$ cat src/rtl/prg_pkg.sv
package prg_pkg;

    localparam int LEVEL_W = 3;

    typedef logic [LEVEL_W-1:0] irq_level_t;

    localparam irq_level_t LEVEL_RESET = 3'd1;
    localparam irq_level_t LEVEL_MIN   = 3'd1;
    localparam irq_level_t LEVEL_MAX   = 3'd6;

    typedef enum logic [1:0] {
        SEL_ENABLE = 2'd0,
        SEL_STATUS = 2'd1,
        SEL_LEVEL  = 2'd2,
        SEL_NONE   = 2'd3
    } reg_sel_e;

    typedef struct packed {
        logic en_wr;
        logic st_wr;
        logic lv_wr;
    } wr_strobe_t;

    function automatic logic level_valid(input irq_level_t v);
        return (v >= LEVEL_MIN) && (v <= LEVEL_MAX);
    endfunction

    function automatic wr_strobe_t decode_write(input logic we, input reg_sel_e sel);
        wr_strobe_t s;
        s.en_wr = we && (sel == SEL_ENABLE);
        s.st_wr = we && (sel == SEL_STATUS);
        s.lv_wr = we && (sel == SEL_LEVEL);
        return s;
    endfunction

endpackage

$ cat src/rtl/prg_prescaler.sv
module prg_prescaler #(
    parameter int PRESCALE_W = 15,
    parameter int NUM_RATES  = 8,
    parameter int TAP_LSB    = 5
) (
    input  logic                 clk,
    input  logic                 rst,
    input  logic                 tick_en,
    input  logic                 run,
    output logic [NUM_RATES-1:0] rate_pulse
);
    localparam int TAP_MSB = TAP_LSB + NUM_RATES - 1;

    logic [PRESCALE_W-1:0] cnt_q;
    logic [NUM_RATES-1:0]  taps;
    logic [NUM_RATES-1:0]  taps_q;

    always_ff @(posedge clk) begin
        if (rst) begin
            cnt_q  <= '0;
            taps_q <= '0;
        end else begin
            taps_q <= taps;
            if (run && tick_en)
                cnt_q <= cnt_q + 1'b1;
        end
    end

    assign taps = cnt_q[TAP_MSB:TAP_LSB];

    for (genvar i = 0; i < NUM_RATES; i++) begin : g_edge
        assign rate_pulse[i] = taps[i] & ~taps_q[i];
    end

    AST_HOLD_STOPPED: assert property (@(posedge clk) disable iff (rst)
        !run |=> $stable(cnt_q));
    AST_HOLD_NO_TICK: assert property (@(posedge clk) disable iff (rst)
        !tick_en |=> $stable(cnt_q));
    AST_PULSE_AFTER_STEP: assert property (@(posedge clk) disable iff (rst)
        (|rate_pulse) |-> $past(run && tick_en));

endmodule

$ cat src/rtl/prg_status.sv
module prg_status #(
    parameter int NUM_RATES = 8
) (
    input  logic                 clk,
    input  logic                 rst,
    input  logic [NUM_RATES-1:0] set_i,
    input  logic [NUM_RATES-1:0] clr_i,
    output logic [NUM_RATES-1:0] status_o
);
    logic [NUM_RATES-1:0] status_q;

    for (genvar i = 0; i < NUM_RATES; i++) begin : g_bit
        always_ff @(posedge clk) begin
            if (rst)
                status_q[i] <= 1'b0;
            else if (set_i[i])
                status_q[i] <= 1'b1;
            else if (clr_i[i])
                status_q[i] <= 1'b0;
        end

        AST_STATUS_STICKY: assert property (@(posedge clk) disable iff (rst)
            status_q[i] && !clr_i[i] |=> status_q[i]);
        AST_SET_WINS: assert property (@(posedge clk) disable iff (rst)
            set_i[i] |=> status_q[i]);
        AST_RISE_CAUSE: assert property (@(posedge clk) disable iff (rst)
            $rose(status_q[i]) |-> $past(set_i[i]));
    end

    assign status_o = status_q;

endmodule

$ cat src/rtl/prg_cfg_regs.sv
module prg_cfg_regs
    import prg_pkg::*;
#(
    parameter int NUM_RATES = 8,
    parameter int DATA_W    = 8
) (
    input  logic                 clk,
    input  logic                 rst,
    input  logic                 en_wr,
    input  logic                 lv_wr,
    input  logic [DATA_W-1:0]    wdata,
    output logic [NUM_RATES-1:0] enable_o,
    output irq_level_t           level_o
);
    logic [NUM_RATES-1:0] enable_q;
    irq_level_t           level_q;
    irq_level_t           level_in;

    assign level_in = wdata[LEVEL_W-1:0];

    always_ff @(posedge clk) begin
        if (rst) begin
            enable_q <= '0;
            level_q  <= LEVEL_RESET;
        end else begin
            if (en_wr)
                enable_q <= wdata[NUM_RATES-1:0];
            if (lv_wr && level_valid(level_in))
                level_q <= level_in;
        end
    end

    assign enable_o = enable_q;
    assign level_o  = level_q;

    AST_LEVEL_LEGAL: assert property (@(posedge clk) disable iff (rst)
        (level_q >= LEVEL_MIN) && (level_q <= LEVEL_MAX));
    AST_LEVEL_REJECT: assert property (@(posedge clk) disable iff (rst)
        lv_wr && (level_in == 3'd0 || level_in == 3'd7) |=> $stable(level_q));

endmodule

$ cat src/rtl/periodic_irq_gen.sv
module periodic_irq_gen
    import prg_pkg::*;
#(
    parameter int PRESCALE_W = 15,
    parameter int NUM_RATES  = 8,
    parameter int TAP_LSB    = 5,
    localparam int DATA_W    = (NUM_RATES < LEVEL_W) ? LEVEL_W : NUM_RATES
) (
    input  logic              clk,
    input  logic              rst,
    input  logic              tick_en,
    input  logic              rtc_en,
    input  logic              wdog_en,
    input  logic              reg_we,
    input  logic [1:0]        reg_addr,
    input  logic [DATA_W-1:0] reg_wdata,
    output logic [DATA_W-1:0] reg_rdata,
    output logic              irq_req,
    output logic [2:0]        irq_level
);
    reg_sel_e             sel;
    wr_strobe_t           wr;
    logic                 run;
    logic [NUM_RATES-1:0] rate_pulse;
    logic [NUM_RATES-1:0] clr_mask;
    logic [NUM_RATES-1:0] status;
    logic [NUM_RATES-1:0] enable;
    irq_level_t           level;

    assign sel      = reg_sel_e'(reg_addr);
    assign wr       = decode_write(reg_we, sel);
    assign run      = rtc_en | wdog_en;
    assign clr_mask = wr.st_wr ? reg_wdata[NUM_RATES-1:0] : '0;

    prg_prescaler #(
        .PRESCALE_W(PRESCALE_W),
        .NUM_RATES (NUM_RATES),
        .TAP_LSB   (TAP_LSB)
    ) u_presc (
        .clk       (clk),
        .rst       (rst),
        .tick_en   (tick_en),
        .run       (run),
        .rate_pulse(rate_pulse)
    );

    prg_status #(
        .NUM_RATES(NUM_RATES)
    ) u_status (
        .clk     (clk),
        .rst     (rst),
        .set_i   (rate_pulse),
        .clr_i   (clr_mask),
        .status_o(status)
    );

    prg_cfg_regs #(
        .NUM_RATES(NUM_RATES),
        .DATA_W   (DATA_W)
    ) u_cfg (
        .clk     (clk),
        .rst     (rst),
        .en_wr   (wr.en_wr),
        .lv_wr   (wr.lv_wr),
        .wdata   (reg_wdata),
        .enable_o(enable),
        .level_o (level)
    );

    always_comb begin
        reg_rdata = '0;
        unique case (sel)
            SEL_ENABLE: reg_rdata[NUM_RATES-1:0] = enable;
            SEL_STATUS: reg_rdata[NUM_RATES-1:0] = status;
            SEL_LEVEL:  reg_rdata[LEVEL_W-1:0]   = level;
            SEL_NONE:   reg_rdata                = '0;
        endcase
    end

    assign irq_req   = |(status & enable);
    assign irq_level = irq_req ? level : 3'd0;

    AST_REQ_HAS_LEVEL: assert property (@(posedge clk) disable iff (rst)
        irq_req |-> (irq_level != 3'd0));
    AST_REQ_CAUSE: assert property (@(posedge clk) disable iff (rst)
        $rose(irq_req) |-> $past((|rate_pulse) || wr.en_wr));

endmodule

$ cat config.mk
export PLATFORM = sky130hd
export DESIGN_NAME = periodic_irq_gen
export DESIGN_NICKNAME = d
export VERILOG_FILES = /design/src/rtl/prg_pkg.sv /design/src/rtl/prg_prescaler.sv /design/src/rtl/prg_status.sv /design/src/rtl/prg_cfg_regs.sv /design/src/rtl/periodic_irq_gen.sv
export SDC_FILE = /design/constraint.sdc
export NUM_CORES = 1
export LEC_CHECK = 0
export CORE_UTILIZATION = 47
export DETAILED_ROUTE_END_ITERATION = 6
export GPL_ROUTABILITY_DRIVEN = 0
export PLACE_DENSITY = 0.71
export SYNTH_ARGS = -nofsm -noshare
export SYNTH_HDL_FRONTEND = slang
export SYNTH_SLANG_ARGS = --single-unit
$ cat constraint.sdc
create_clock -name clk -period 1.2 [get_ports clk]
set_input_delay 0.36 -clock clk [delete_from_list [all_inputs] [get_ports clk]]
set_output_delay 0.36 -clock clk [all_outputs]
set_load 0.005 [all_outputs]
* After elaboration in Yosys (flattened, before gate mapping)
Cells that the tools add are included.
** Operators by class
- Add/sub/neg operators :: 1
- Multipliers :: 0
- Div/mod/pow operators :: 0
- Order comparisons :: 2
- Equal/unequal tests :: 3
- Shift-type cells :: 0
- Multiplexer cells :: 20
- Bitwise gates (word level) :: 18
- Reductions and logical operators :: 16
** Operators by type and width (number)
- two-way mux 1 bit :: 16
- nonzero test 2 bit :: 8
- adder 15 x 1 -> 15 bit, second input constant :: 1
- case mux 3 bit (4 select lines) :: 1
- case mux 5 bit (2 select lines) :: 1
- AND 1 bit :: 8
- AND 8 bit :: 1
- two-way mux 8 bit :: 1
- NOT 1 bit :: 8
- OR reduction 8 bit :: 1
- logical AND 1 bit :: 6
- equality test 2 bit, second input constant :: 2
- greater-or-equal comparator 3 x 1 -> 1 bit, second input constant :: 1
- less-or-equal comparator 3 bit, second input constant :: 1
- two-way mux 3 bit :: 1
- equality test 2 x 1 -> 1 bit, second input constant :: 1
- logical NOT 2 bit :: 1
- bitwise OR 1 bit :: 1
** Storage, ports and cells
- Flip-flop bits (word level) :: 42
- Latch bits :: 0
- Bits in writable memories :: 0
- Bits in read-only memories :: 0
- Memories kept :: 0

* Depth between registers and ports, before layout
Gate-level depths: netlist of the first run.
- Word-level depth :: 5
- Depth in mapped cells :: 5

* By module
From an unflattened synthesis of the first run, not the netlist that was laid out.
** Unflattened totals
- Cells, all modules :: 214
- Area total of the unflattened synthesis :: 2001.9 um^2
** Modules (own cells, without submodules)
- prg_prescaler :: instances 1, cells an instance 90, area an instance 853.3 um^2, sequential area each 420.4 um^2
- prg_cfg_regs :: instances 1, cells an instance 48, area an instance 456.7 um^2, sequential area each 220.2 um^2
- prg_status :: instances 1, cells an instance 33, area an instance 381.6 um^2, sequential area each 160.2 um^2
- periodic_irq_gen :: instances 1, cells an instance 43, area an instance 310.3 um^2, sequential area each 0.0 um^2

* Worst setup path before layout of the first run
OpenSTA, ideal clock, no wires.
- Kind :: register -> output
- Start point :: reg u_status.status_q[4], in the netlist u_status.status_o[4]
- End point :: out irq_level[0]
- Arrival time :: 0.976 ns
- Data required time :: 0.840 ns
- Setup slack :: -0.136 ns
- Stages on the path, launching flop included :: 5
- Path buffers :: 0
- Path through :: dfxtp_1 a22o_1 a221oi_1 and3_1 nor2b_1
** On the way
- Cells in the longest elaborated chain, start to end :: 3
** Ends and longest elaborated chain
- start, declared :: RTL line prg_status.sv:10 : logic [NUM_RATES-1:0] status_q;
- start signal, assigned by index :: RTL line prg_status.sv:15 : status_q[i] <= 1'b0;
- start signal, assigned by index :: RTL line prg_status.sv:17 : status_q[i] <= 1'b1;
- start signal, assigned by index :: RTL line prg_status.sv:19 : status_q[i] <= 1'b0;
- AND 8 bit :: RTL line periodic_irq_gen.sv:80 : assign irq_req = |(status & enable);
- OR reduction 8 bit :: RTL line periodic_irq_gen.sv:80
- two-way mux 3 bit :: RTL line periodic_irq_gen.sv:81 : assign irq_level = irq_req ? level : 3'd0;
- end, declared :: RTL line periodic_irq_gen.sv:19 : output logic [2:0] irq_level
Every way passes these cells.

* Worst setup path in the final report of the first run
- Start point :: reg u_status.status_q[4], in the netlist u_status.status_o[4]
- End point :: out irq_level[2]
Same word-level chain as after synthesis.

==> results.json, run 1 <==
{
  "antennaDiodeCount": 0,
  "tritoncts_clock_tree": "built",
  "num_io_pins": 28,
  "final_layout_size_suffix_gt1_share_pct": 42.1,
  "ctsRootBufferMaster": "clkbuf_8",
  "fin_worst_hold_slack_ns": 0.491,
  "synth.distinct_cells": 36,
  "fin_skew_ns": 0.00797,
  "post_synth.cell_area_avg_um2": 8.81,
  "vias": 1665,
  "worst_setup_path_startpoint": "u_status.status_o[4]",
  "placedCellCount": 312,
  "buffer_ports.inserted": 27,
  "min-delay-path-class": "flip-flop to flip-flop",
  "critical_path.reg2reg.endpoint": "u_presc.cnt_q[8]",
  "syn-cell-area_um2": 1790,
  "first_iter_violations": 79,
  "critical_path.endpoint": "irq_level[2]",
  "tritoncts.num_buffers": 5,
  "overflow": 0,
  "drt_wl_total_um": 4470,
  "clkTransAtPathRegs_ns": 0.07,
  "final.min_clock_period_ns": 1.88,
  "detail_route.vias_per_cell": 5.08,
  "detail_route.drc_violations": 0,
  "first_global_vias": 1610,
  "postSynthRegisterBits": 40,
  "reg2regPathDepth": 6,
  "yosys_most_used_dff": "dfxtp_1",
  "multi_input_gate_area_um2": 1050,
  "dieHeight_um": 63.7,
  "grt.busiest_layer": "met2",
  "p_per_area_nw_per_um2": 1030,
  "layout.area.seq_um2": 835,
  "synth_seq_area_share_pct": 44.8,
  "finalNetCount": 296,
  "firstDrtPassIters": 4,
  "clkSinkCount": 40,
  "drv_cap": 0,
  "endpoint_kind": "output port",
  "post_drt_wl_per_cell_um": 13.6,
  "critical_path.reg2reg.startpoint": "u_presc.cnt_q[0]",
  "worst_slew_pin_slew_ns": 0.303,
  "element_type_at_the_critical_path_start": "flip-flop",
  "grt_max_degree": 35,
  "clockBufferDepth": 2,
  "placementRows": 22,
  "globalRouteTotalUtil_pct": 22.9,
  "grt_setup_unrepaired": "yes",
  "initial_antenna_violation_count": 0,
  "hp-start": "u_cfg.level_o[2]",
  "critPathMaxFanout": 3,
  "vdd.ir_drop.worst_mv": 0.805,
  "synthCells": 203,
  "die_w_um": 63.7,
  "total_leakage_power_nw": 1.23,
  "post-route-period-util_pct": 157,
  "final_worst_slack_ns": -0.682,
  "met1_usage_in_global_routing_pct": 26.5,
  "postSynthNetCount": 220,
  "setup_violations": 16,
  "design.die.area_um2": 4060,
  "crit_arrival_ns": 1.52,
  "final_cell_count_no_fill": 328,
  "asyncSetResetFlopFracSynth_pct": 0,
  "worst-setup-path-type": "flip-flop to output port",
  "synth_enable_flop_cells": 0,
  "final_hold_viol_count": 0,
  "final_cell_utilization_of_the_core_pct": 76.1,
  "floorplan.initialDensity_pct": 48.9,
  "max_clock_freq_ghz": 0.531,
  "timing.critical_path.required_ns": 0.84,
  "globalRouteMet2Util_pct": 41.0,
  "cts_max_level": 2,
  "dp_hpwl_um": 2790,
  "clkLatencyLatePin_ns": 0.29,
  "slew_viol_final": 0,
  "fillCellCount": 271,
  "grt_pass1_wl_um": 7160,
  "max-slew-margin-rel_pct": 79.8,
  "signed_area_change_from_the_synthesized_netlist_to_the_final_layout_pct": 55.7,
  "result_of_the_run": "finished, violations left",
  "fp.coreArea_um2": 3660,
  "ys_warn_count": 0,
  "ctsHoldBuffers": 0,
  "ant_nets": 0,
  "reg2reg_setup_slack_ns": -0.07,
  "met3_usage_pct": 5.80,
  "failed_checks": "negative setup slack"
}
==> per-layer routing <==
layer	vias up	routed length [µm]	part of all wire, %
met1	775	1970	44
met3	7	163	3.6
met5	-	0	0
li1	840	-	-
met4	0	68	1.5
met2	43	2270	51
==> kinds of logic (layout without fill, tap and decap cells) <==
| group | count (synthesis) | count (layout) | share of synthesized area, % |
|---|---|---|---|
| buf+inv | 15 | 92 | 3.57 |
| xor+xnor | 11 | 11 | 5.39 |
| simple gates | 89 | 89 | 24.3 |
| fa+ha+maj | 1 | 1 | 0.699 |
| flops | 40 | 40 | 44.8 |
| mux | 18 | 18 | 10.1 |
| compound gates | 29 | 29 | 11.1 |
==> where the power goes <==
| part | switching (W) | leakage [nW] | internal [W] |
|---|---|---|---|
| Sequential | 0.0000158 | 0.335 | 0.00134 |
| Combinational | 0.000135 | 0.828 | 0.000164 |
| Clock | 0.000463 | 0.0645 | 0.000734 |
==> critical path: stages (launching register included) <==
cell and delay (ns):
dfxtp_1 0.31, a22o_1 0.24, a221oi_2 0.19, and3_4 0.24, buf_6 0.09, nor2b_1 0.03, buf_2 0.12
==> registers in the layout (all words and copies together), names as in the netlist <==
register,cells
u_presc.cnt_q,13
u_cfg.level_o,3
u_presc.taps_q,8
u_cfg.enable_o,8
u_status.status_o,8
==> worst min path at each step <==
stage	to	cells after the start
CTS	u_cfg.level_o[2]	2
global route	u_cfg.level_o[2]	2
global placement	u_presc.taps_q[7]	1
detailed placement	u_presc.taps_q[7]	1
floorplan	u_presc.taps_q[6]	1
finish	u_cfg.level_o[2]	2
==> cell type report <==
type | count | share of cell area [%]
clock buffers | 7 | 3.46
repair buffers | 78 | 24.7
flip-flops and latches | 40 | 30.0
multi-input cells | 148 | 37.9
well taps | 48 | 2.16
clock inverters | 1 | 1.08
inverters | 6 | 0.809
==> timing repair <==
action | in CTS | in global routing
gates resized for setup | 106 | 33
endpoints found under the setup margin | 43 | 31
setup buffers | 4 | 6
hold endpoints to repair | 0 | 0
pin swaps | 14 | 22
==> placed cells by master, fill, tap and decap left out, types with 2 or more instances in the layout <==
cell / Yosys / routed
a211o_1: 2 / 2
a21oi_1: 9 / 9
a22oi_1: 2 / 2
buf_2: 3 / 13
buf_4: 1 / 27
buf_6: 0 / 23
clkbuf_8: 0 / 7
clkdlybuf4s15_1: 0 / 2
clkdlybuf4s50_1: 0 / 7
dfxtp_1: 40 / 17
dfxtp_2: 0 / 21
dfxtp_4: 0 / 2
dlygate4sd2_1: 0 / 3
inv_1: 6 / 6
mux2i_1: 17 / 14
mux2i_2: 0 / 3
nand2_1: 16 / 15
nand4_1: 2 / 2
nor2_1: 43 / 41
nor2_2: 0 / 2
nor2b_1: 16 / 15
nor3_2: 0 / 2
nor4_4: 0 / 2
o21ai_1: 0 / 5
o31ai_1: 2 / 2
xnor2_1: 8 / 8
xor2_1: 3 / 3
==> per-stage QoR <==
| stage | TNS, ns | instance area (µm²) | total power, W | worst slack [ns] |
|---|---|---|---|---|
| finish | -4.44 | 2790 | 0.00286 | -0.682 |
| detailed placement | -26.92 | 2420 | 0.00165 | -0.962 |
| CTS | -4.23 | 2650 | 0.00285 | -0.663 |
| floorplan | -0.538 | 1800 | 0.00150 | -0.136 |
| global placement | -26.33 | 2420 | 0.00164 | -0.917 |
| global route | -5.64 | 2790 | 0.00297 | -0.756 |
==> Yosys cell counts (2+ instances only) <==
library cell,n,share of area (%)
mux2i_1,17,9.5
inv_1,6,1.3
dfxtp_1,40,45
a2bb2oi_1,2,0.98
o31ai_1,2,0.84
buf_2,3,0.84
nor2_1,43,9.0
clkbuf_1,4,0.84
nand2_1,16,3.4
nor3_1,4,1.1
a22oi_1,2,0.84
a21oi_1,9,2.5
nor2b_1,16,5.6
a211o_1,2,0.98
xnor2_1,8,3.9
nand4_1,2,0.70
xor2_1,3,1.5
o21ai_0,5,1.4
nor4_2,2,1.4
No activity file was read; power rests on OpenSTA's default activity.
==> run 2: changes to the inputs <==
Settings changed: CTS_CLUSTER_DIAMETER set to 30, HOLD_SLACK_MARGIN set to 0.1.
==> results of run 2 <==
Final layout, timing and power as in run 1 (identical DEF).
